**src/rtl/rtrk_pkg.sv**
```systemverilog
package rtrk_pkg;

  typedef enum logic [1:0] {
    ST_IDLE    = 2'd0,
    ST_SAVE    = 2'd1,
    ST_RESTORE = 2'd2
  } rtrkState_e;

  // strobes from control to datapath
  typedef struct packed {
    logic wrCommit;    // commit the port write this edge
    logic clearAll;    // empty the change-flag vector
    logic loadRestore; // load memRdata into register memIdx
  } rtrkCtl_t;

endpackage

```
**src/rtl/rtrk_datapath.sv**
```systemverilog
module rtrk_datapath
  import rtrk_pkg::*;
#(
  parameter int NUM_REGS = 8,
  parameter int DATA_W   = 16,
  parameter int ADDR_W   = 16,
  parameter int IDX_W    = $clog2(NUM_REGS)
) (
  input  logic                clk,
  input  logic                rstN,
  input  rtrkCtl_t            ctl,
  input  logic                cmpMode,
  input  logic [IDX_W-1:0]    wrIdx,
  input  logic [DATA_W-1:0]   wrData,
  input  logic [IDX_W-1:0]    rdIdx,
  output logic [DATA_W-1:0]   rdData,
  input  logic [IDX_W-1:0]    memIdx,
  input  logic [ADDR_W-1:0]   frameBase,
  input  logic [DATA_W-1:0]   memRdata,
  output logic [ADDR_W-1:0]   memAddr,
  output logic [DATA_W-1:0]   memWdata,
  output logic [NUM_REGS-1:0] flags
);

  localparam int REG_BYTES = DATA_W / 8;

  logic [DATA_W-1:0]   regQ    [NUM_REGS];
  logic [DATA_W-1:0]   regNext [NUM_REGS];
  logic [NUM_REGS-1:0] flagNext;

  // one update slice per register
  for (genvar i = 0; i < NUM_REGS; i++) begin : g_slot
    logic hitWr;
    logic hitRst;
    logic changes;
    assign hitWr   = ctl.wrCommit && (wrIdx == IDX_W'(i));
    assign hitRst  = ctl.loadRestore && (memIdx == IDX_W'(i));
    assign changes = (wrData != regQ[i]);
    assign regNext[i] = hitRst ? memRdata : (hitWr ? wrData : regQ[i]);
    assign flagNext[i] = ctl.clearAll ? 1'b0 :
                         ((hitWr && (!cmpMode || changes)) ? 1'b1 : flags[i]);
  end

  always_ff @(posedge clk or negedge rstN) begin
    if (!rstN) begin
      for (int k = 0; k < NUM_REGS; k++) regQ[k] <= '0;
      flags <= '0;
    end else begin
      for (int k = 0; k < NUM_REGS; k++) regQ[k] <= regNext[k];
      flags <= flagNext;
    end
  end

  assign rdData   = regQ[rdIdx];
  assign memWdata = regQ[memIdx];
  assign memAddr  = frameBase + (ADDR_W'(memIdx) * ADDR_W'(REG_BYTES));

  // a clear leaves no flag set, even with a write in the same cycle
  p_clear_empties_r4: assert property (@(posedge clk) disable iff (!rstN)
    ctl.clearAll |=> (flags == '0));

  // flags stay empty while restore data is loaded
  p_restore_noflag_r9: assert property (@(posedge clk) disable iff (!rstN)
    ctl.loadRestore |-> (flags == '0));

  // restore loads and port writes never coincide
  p_no_mixed_load_r8: assert property (@(posedge clk) disable iff (!rstN)
    !(ctl.loadRestore && ctl.wrCommit));

endmodule

```
**src/rtl/rtrk_control.sv**
```systemverilog
module rtrk_control
  import rtrk_pkg::*;
#(
  parameter int NUM_REGS = 8,
  parameter int IDX_W    = $clog2(NUM_REGS)
) (
  input  logic                clk,
  input  logic                rstN,
  input  logic                saveReq,
  input  logic                restoreReq,
  input  logic                clearReq,
  input  logic                wrEn,
  input  logic [NUM_REGS-1:0] flags,
  input  logic                memAck,
  output rtrkCtl_t            ctl,
  output logic [IDX_W-1:0]    memIdx,
  output logic                memReq,
  output logic                memWe,
  output logic                busy,
  output logic                wrReady,
  output logic                opDone
);

  localparam int CNT_W = $clog2(NUM_REGS + 1);
  localparam logic [CNT_W-1:0] LAST_CNT = CNT_W'(NUM_REGS);

  rtrkState_e          state;
  logic [NUM_REGS-1:0] pendQ;
  logic [CNT_W-1:0]    cntQ;
  logic                idle;

  function automatic logic [IDX_W-1:0] lowIdx(input logic [NUM_REGS-1:0] m);
    logic [IDX_W-1:0] r;
    r = '0;
    for (int i = NUM_REGS - 1; i >= 0; i--) begin
      if (m[i]) r = IDX_W'(i);
    end
    return r;
  endfunction

  always_comb begin
    idle    = (state == ST_IDLE);
    busy    = !idle;
    wrReady = idle && !saveReq && !restoreReq;
    memWe   = (state == ST_SAVE);
    memIdx  = (state == ST_RESTORE) ? cntQ[IDX_W-1:0] : lowIdx(pendQ);
    memReq  = ((state == ST_SAVE) && (pendQ != '0)) ||
              ((state == ST_RESTORE) && (cntQ < LAST_CNT));
    opDone  = ((state == ST_SAVE) && (pendQ == '0)) ||
              ((state == ST_RESTORE) && (cntQ == LAST_CNT));
    ctl.wrCommit    = wrEn && wrReady;
    ctl.clearAll    = idle && !saveReq && (restoreReq || clearReq);
    ctl.loadRestore = (state == ST_RESTORE) && memReq && memAck;
  end

  always_ff @(posedge clk or negedge rstN) begin
    if (!rstN) begin
      state <= ST_IDLE;
      pendQ <= '0;
      cntQ  <= '0;
    end else begin
      case (state)
        ST_IDLE: begin
          if (saveReq) begin
            state <= ST_SAVE;
            pendQ <= flags;
          end else if (restoreReq) begin
            state <= ST_RESTORE;
            cntQ  <= '0;
          end
        end
        ST_SAVE: begin
          if (opDone) state <= ST_IDLE;
          else if (memAck) pendQ[memIdx] <= 1'b0;
        end
        ST_RESTORE: begin
          if (opDone) state <= ST_IDLE;
          else if (ctl.loadRestore) cntQ <= cntQ + 1'b1;
        end
        default: state <= ST_IDLE;
      endcase
    end
  end

  // save transfers go to strictly rising indices
  p_ascending_r5: assert property (@(posedge clk) disable iff (!rstN)
    ((state == ST_SAVE) && memReq && memAck) |=> (!memReq || (memIdx > $past(memIdx))));

  // an unanswered request is held with a stable target
  p_req_hold_r10: assert property (@(posedge clk) disable iff (!rstN)
    (memReq && !memAck) |=> (memReq && $stable(memIdx) && $stable(memWe)));

  // completion is a single-cycle pulse followed by idle
  p_done_pulse_r7: assert property (@(posedge clk) disable iff (!rstN)
    opDone |=> (!opDone && !busy));

  // no port write is committed while an operation runs
  p_stall_r8: assert property (@(posedge clk) disable iff (!rstN)
    busy |-> !ctl.wrCommit);

endmodule

```
**src/rtl/rtrk_regfile.sv**
```systemverilog
module rtrk_regfile
  import rtrk_pkg::*;
#(
  parameter int NUM_REGS = 8,
  parameter int DATA_W   = 16,
  parameter int ADDR_W   = 16,
  localparam int IDX_W   = $clog2(NUM_REGS)
) (
  input  logic                clk,
  input  logic                rstN,
  input  logic                wrEn,
  input  logic [IDX_W-1:0]    wrIdx,
  input  logic [DATA_W-1:0]   wrData,
  output logic                wrReady,
  input  logic                cmpMode,
  input  logic [IDX_W-1:0]    rdIdx,
  output logic [DATA_W-1:0]   rdData,
  input  logic                saveReq,
  input  logic                restoreReq,
  input  logic                clearReq,
  input  logic [ADDR_W-1:0]   frameBase,
  output logic                memReq,
  output logic                memWe,
  output logic [ADDR_W-1:0]   memAddr,
  output logic [DATA_W-1:0]   memWdata,
  input  logic                memAck,
  input  logic [DATA_W-1:0]   memRdata,
  output logic                opDone,
  output logic                busy,
  output logic [NUM_REGS-1:0] dirtyFlags
);

  rtrkCtl_t         ctl;
  logic [IDX_W-1:0] memIdx;

  rtrk_control #(.NUM_REGS(NUM_REGS), .IDX_W(IDX_W)) u_ctrl (
    .clk        (clk),
    .rstN       (rstN),
    .saveReq    (saveReq),
    .restoreReq (restoreReq),
    .clearReq   (clearReq),
    .wrEn       (wrEn),
    .flags      (dirtyFlags),
    .memAck     (memAck),
    .ctl        (ctl),
    .memIdx     (memIdx),
    .memReq     (memReq),
    .memWe      (memWe),
    .busy       (busy),
    .wrReady    (wrReady),
    .opDone     (opDone)
  );

  rtrk_datapath #(.NUM_REGS(NUM_REGS), .DATA_W(DATA_W), .ADDR_W(ADDR_W),
                  .IDX_W(IDX_W)) u_dp (
    .clk       (clk),
    .rstN      (rstN),
    .ctl       (ctl),
    .cmpMode   (cmpMode),
    .wrIdx     (wrIdx),
    .wrData    (wrData),
    .rdIdx     (rdIdx),
    .rdData    (rdData),
    .memIdx    (memIdx),
    .frameBase (frameBase),
    .memRdata  (memRdata),
    .memAddr   (memAddr),
    .memWdata  (memWdata),
    .flags     (dirtyFlags)
  );

endmodule

```
**config.mk**
```make
export PLATFORM = sky130hd
export DESIGN_NAME = rtrk_regfile
export DESIGN_NICKNAME = d
export VERILOG_FILES = /design/src/rtl/rtrk_pkg.sv /design/src/rtl/rtrk_datapath.sv /design/src/rtl/rtrk_control.sv /design/src/rtl/rtrk_regfile.sv
export SDC_FILE = /design/constraint.sdc
export NUM_CORES = 1
export LEC_CHECK = 0
export BUFFER_PORTS_ARGS = -buffer_cell sky130_fd_sc_hd__buf_2
export CORE_UTILIZATION = 40
export CTS_CLUSTER_DIAMETER = 50
export DETAILED_ROUTE_END_ITERATION = 7
export MAX_ROUTING_LAYER = met4
export RECOVER_POWER = 50
export SYNTH_ARGS = -nofsm -noshare
export SYNTH_HDL_FRONTEND = slang
export SYNTH_SLANG_ARGS = --single-unit
```
**constraint.sdc**
```tcl
create_clock -name clk -period 8.9 [get_ports clk]
set_input_delay 1.78 -clock clk [delete_from_list [all_inputs] [get_ports clk]]
set_output_delay 1.78 -clock clk [all_outputs]
set_load 0.01 [all_outputs]
```
==> results.cfg <==
[status]
status = finished, violations left
violations = capacitance limit, slew limit

[run]
drv_cap = 6

[logic_synthesis]
syn_nets = 1416
synth.most_common_cell = mux2_2
yosys_warnings = 0
synth-seq-area-share = 0.271
synth_flop_cell = dfrtp_1
yosys.area.top_type = dfrtp_1
synthArstFlopShare = 1.00
synth_area_um2 = 13900
synth_cell_types = 67
synth_top_area_frac = 0.271
syn_area_per_cell_um2 = 10.3
synth_area_leaders = dfrtp_1 27%, mux2_2 16%, mux2_1 5.7%, mux4_2 5.2%, xnor2_1 4.9%
synth_edf_count = 0
postSynthCellCount = 1345
ys_ff_latch = 150
ys_top_cells_by_count = 202 x mux2_2, 150 x dfrtp_1, 78 x xnor2_1

[die]
fp.dieH_um = 188
ios = 123
num_rows = 67
fp.dieW_um = 188
initial_utilization = 0.410
dieArea_um2 = 35400
core_area_um2 = 33800

[finish]
multiInputGateArea_um2 = 9570
nets = 1454
fillCellCount = 3241
seqCellArea_um2 = 3760
drive_gt1_frac = 0.318
area_growth_pct = 10.8
fin_util = 0.454

[sta]
worst_pin_slew_ns = 4.88
maxSlewViolCount = 218
final.setup.tns_ns = 0
rsz0062_at_grt = no
hold_violations = 0
fin_crit_sh = 0.826
max_freq_ghz = 0.136
slew_headroom = -2.26
min_period_ns = 7.35
setup_viol = 0
finClkSkew_ns = 0.0125

[placed_design]
finalWeightedCongestion = 0.984
dp_hpwl_um = 33400
io_buffers = 120

[cts]
worst_setup_hold_path_clk_slew_ns = 0.07
clk_latency_ns = 0.46
cts-root-buf = clkbuf_16
htree_levels = 4
cts_tree = built
clockBufferDepth = 2
postCtsSetupBuffers = 0
hold_buffers = 0
cts_resized = 0
cts.sinks = 150
cts_buffers = 17

[hold_path]
holdPathEnd = u_dp.flags[4]
whs_path_depth = 1
min-delay-start = u_dp.flags[4]
min_path_type = flip-flop to flip-flop

[worst_setup_path]
end_kind = output pin
path_max_fanout = 60
worstPathRequired_ns = 7.12
reg2reg_slack_ns = 3.08
crit_type = flip-flop to output pin
reg2reg_depth = 9
start_kind = flip-flop
arrival_ns = 5.57
cp-startpoint = u_ctrl.state[0]
r2r_start = u_ctrl.state[0]
r2r-end = u_dp.regQ[74]

[detailed_routing]
viasPerCell = 6.59
ant_nets = 0
drt_wl_total_um = 50100
dr.pass1.iters = 6
wire_per_inst_um = 27.1
drtIter0Drc = 1325
via_count = 12200
drcViolationCount = 0

[pwr]
power.density_nw_per_um2 = 355
vdd_drop_max_mv = 0.229
leakagePower_nw = 6.44

[global_routing]
grt_max_degree = 85
grt_pass1_vias = 11400
grt_first_pass_wirelength_um = 74700
gr-total-overflow = 0
antenna_found_initial = 2
grtUsageTotal = 0.291
[state kept, by name (all words and copies together), names as in the netlist]
name	cells
u_dp.regQ	128
u_ctrl.pendQ	8
u_ctrl.cntQ	4
u_ctrl.state	2
u_dp.flags	8
[layer usage]
| metal | part of all wire | track usage |
|---|---|---|
| met1 | 0.42 | 0.377 |
| met3 | 0.074 | 0.0460 |
| met5 | 0 | - |
| met4 | 0.057 | 0.165 |
| met2 | 0.45 | 0.431 |
[cell families after synthesis]
group	Yosys count	share of synthesized area
AND/OR/NAND/NOR	276	0.114
XOR/XNOR	141	0.0891
multiplexers	360	0.314
buffers and inverters	140	0.0433
flip-flops	150	0.271
AO/OA/AOI/OAI	269	0.161
adder cells (fa/ha/maj)	9	0.00867
[area by class of cell]
cell class / count / area share
diodes: 2 / 0.000326
repair buffers: 144 / 0.0489
clock buffers: 19 / 0.0288
inverters: 15 / 0.00367
flip-flops and latches: 150 / 0.245
clock inverters: 13 / 0.0141
multi-input cells: 1055 / 0.623
well taps: 448 / 0.0365
[worst max-delay path: stages (launching register included)]
cell,delay [ns]
dfrtp_1,0.40
inv_1,0.10
ha_1,1.78
nand4_1,1.56
o221a_2,0.73
a221oi_1,0.27
a2111oi_2,0.10
buf_2,0.16
[cell usage in the layout, fill, tap and decap left out, drive strengths merged, types with 17 or more instances in the layout]
cell type	netlist	layout
mux2	272	272
dfrtp	150	150
buf	50	128
xnor2	78	78
nand2	68	68
xor2	63	63
a21oi	60	60
nand3	57	57
mux2i	56	56
a221oi	36	36
clkbuf	75	35
mux4	32	32
nor2	27	27
o21ai	26	26
a21o	20	20
inv	15	20
nor3b	18	18
a2111oi	18	18
nor4	17	17
[power breakdown]
part           switching, mW  total, mW  internal [mW]
logic                   1.65       3.09           1.44
clock network          0.321      0.831          0.510
registers              0.583       1.54          0.953
[how the worst max path moves through the flow]
stage,endpoint,slack (ns),cells after the start
after global placement,memWdata[7],3.40,9
final,memWdata[7],1.55,7
after detailed placement,memWdata[10],3.32,9
after CTS,memWdata[12],2.81,9
after floorplan,rdData[0],3.73,4
after global routing,memAddr[15],1.33,13
[through the flow]
| stage | hold WS, ns | total power [mW] | instances | cell area [um^2] | worst slack [ns] |
|---|---|---|---|---|---|
| 3_5_place_dp | 0.505 | 4.55 | 1812 | 14700 | 3.32 |
| 6_report | 0.523 | 5.46 | 1846 | 15400 | 1.55 |
| 2_1_floorplan | 0.494 | 3.51 | 1345 | 13900 | 3.73 |
| 5_1_grt | 0.539 | 5.72 | 1846 | 15400 | 1.33 |
| 4_1_cts | 0.521 | 5.40 | 1844 | 15400 | 2.81 |
| 3_3_place_gp | 0.504 | 4.49 | 1812 | 14700 | 3.40 |
Note: power is estimated with default switching activity, not from simulation.
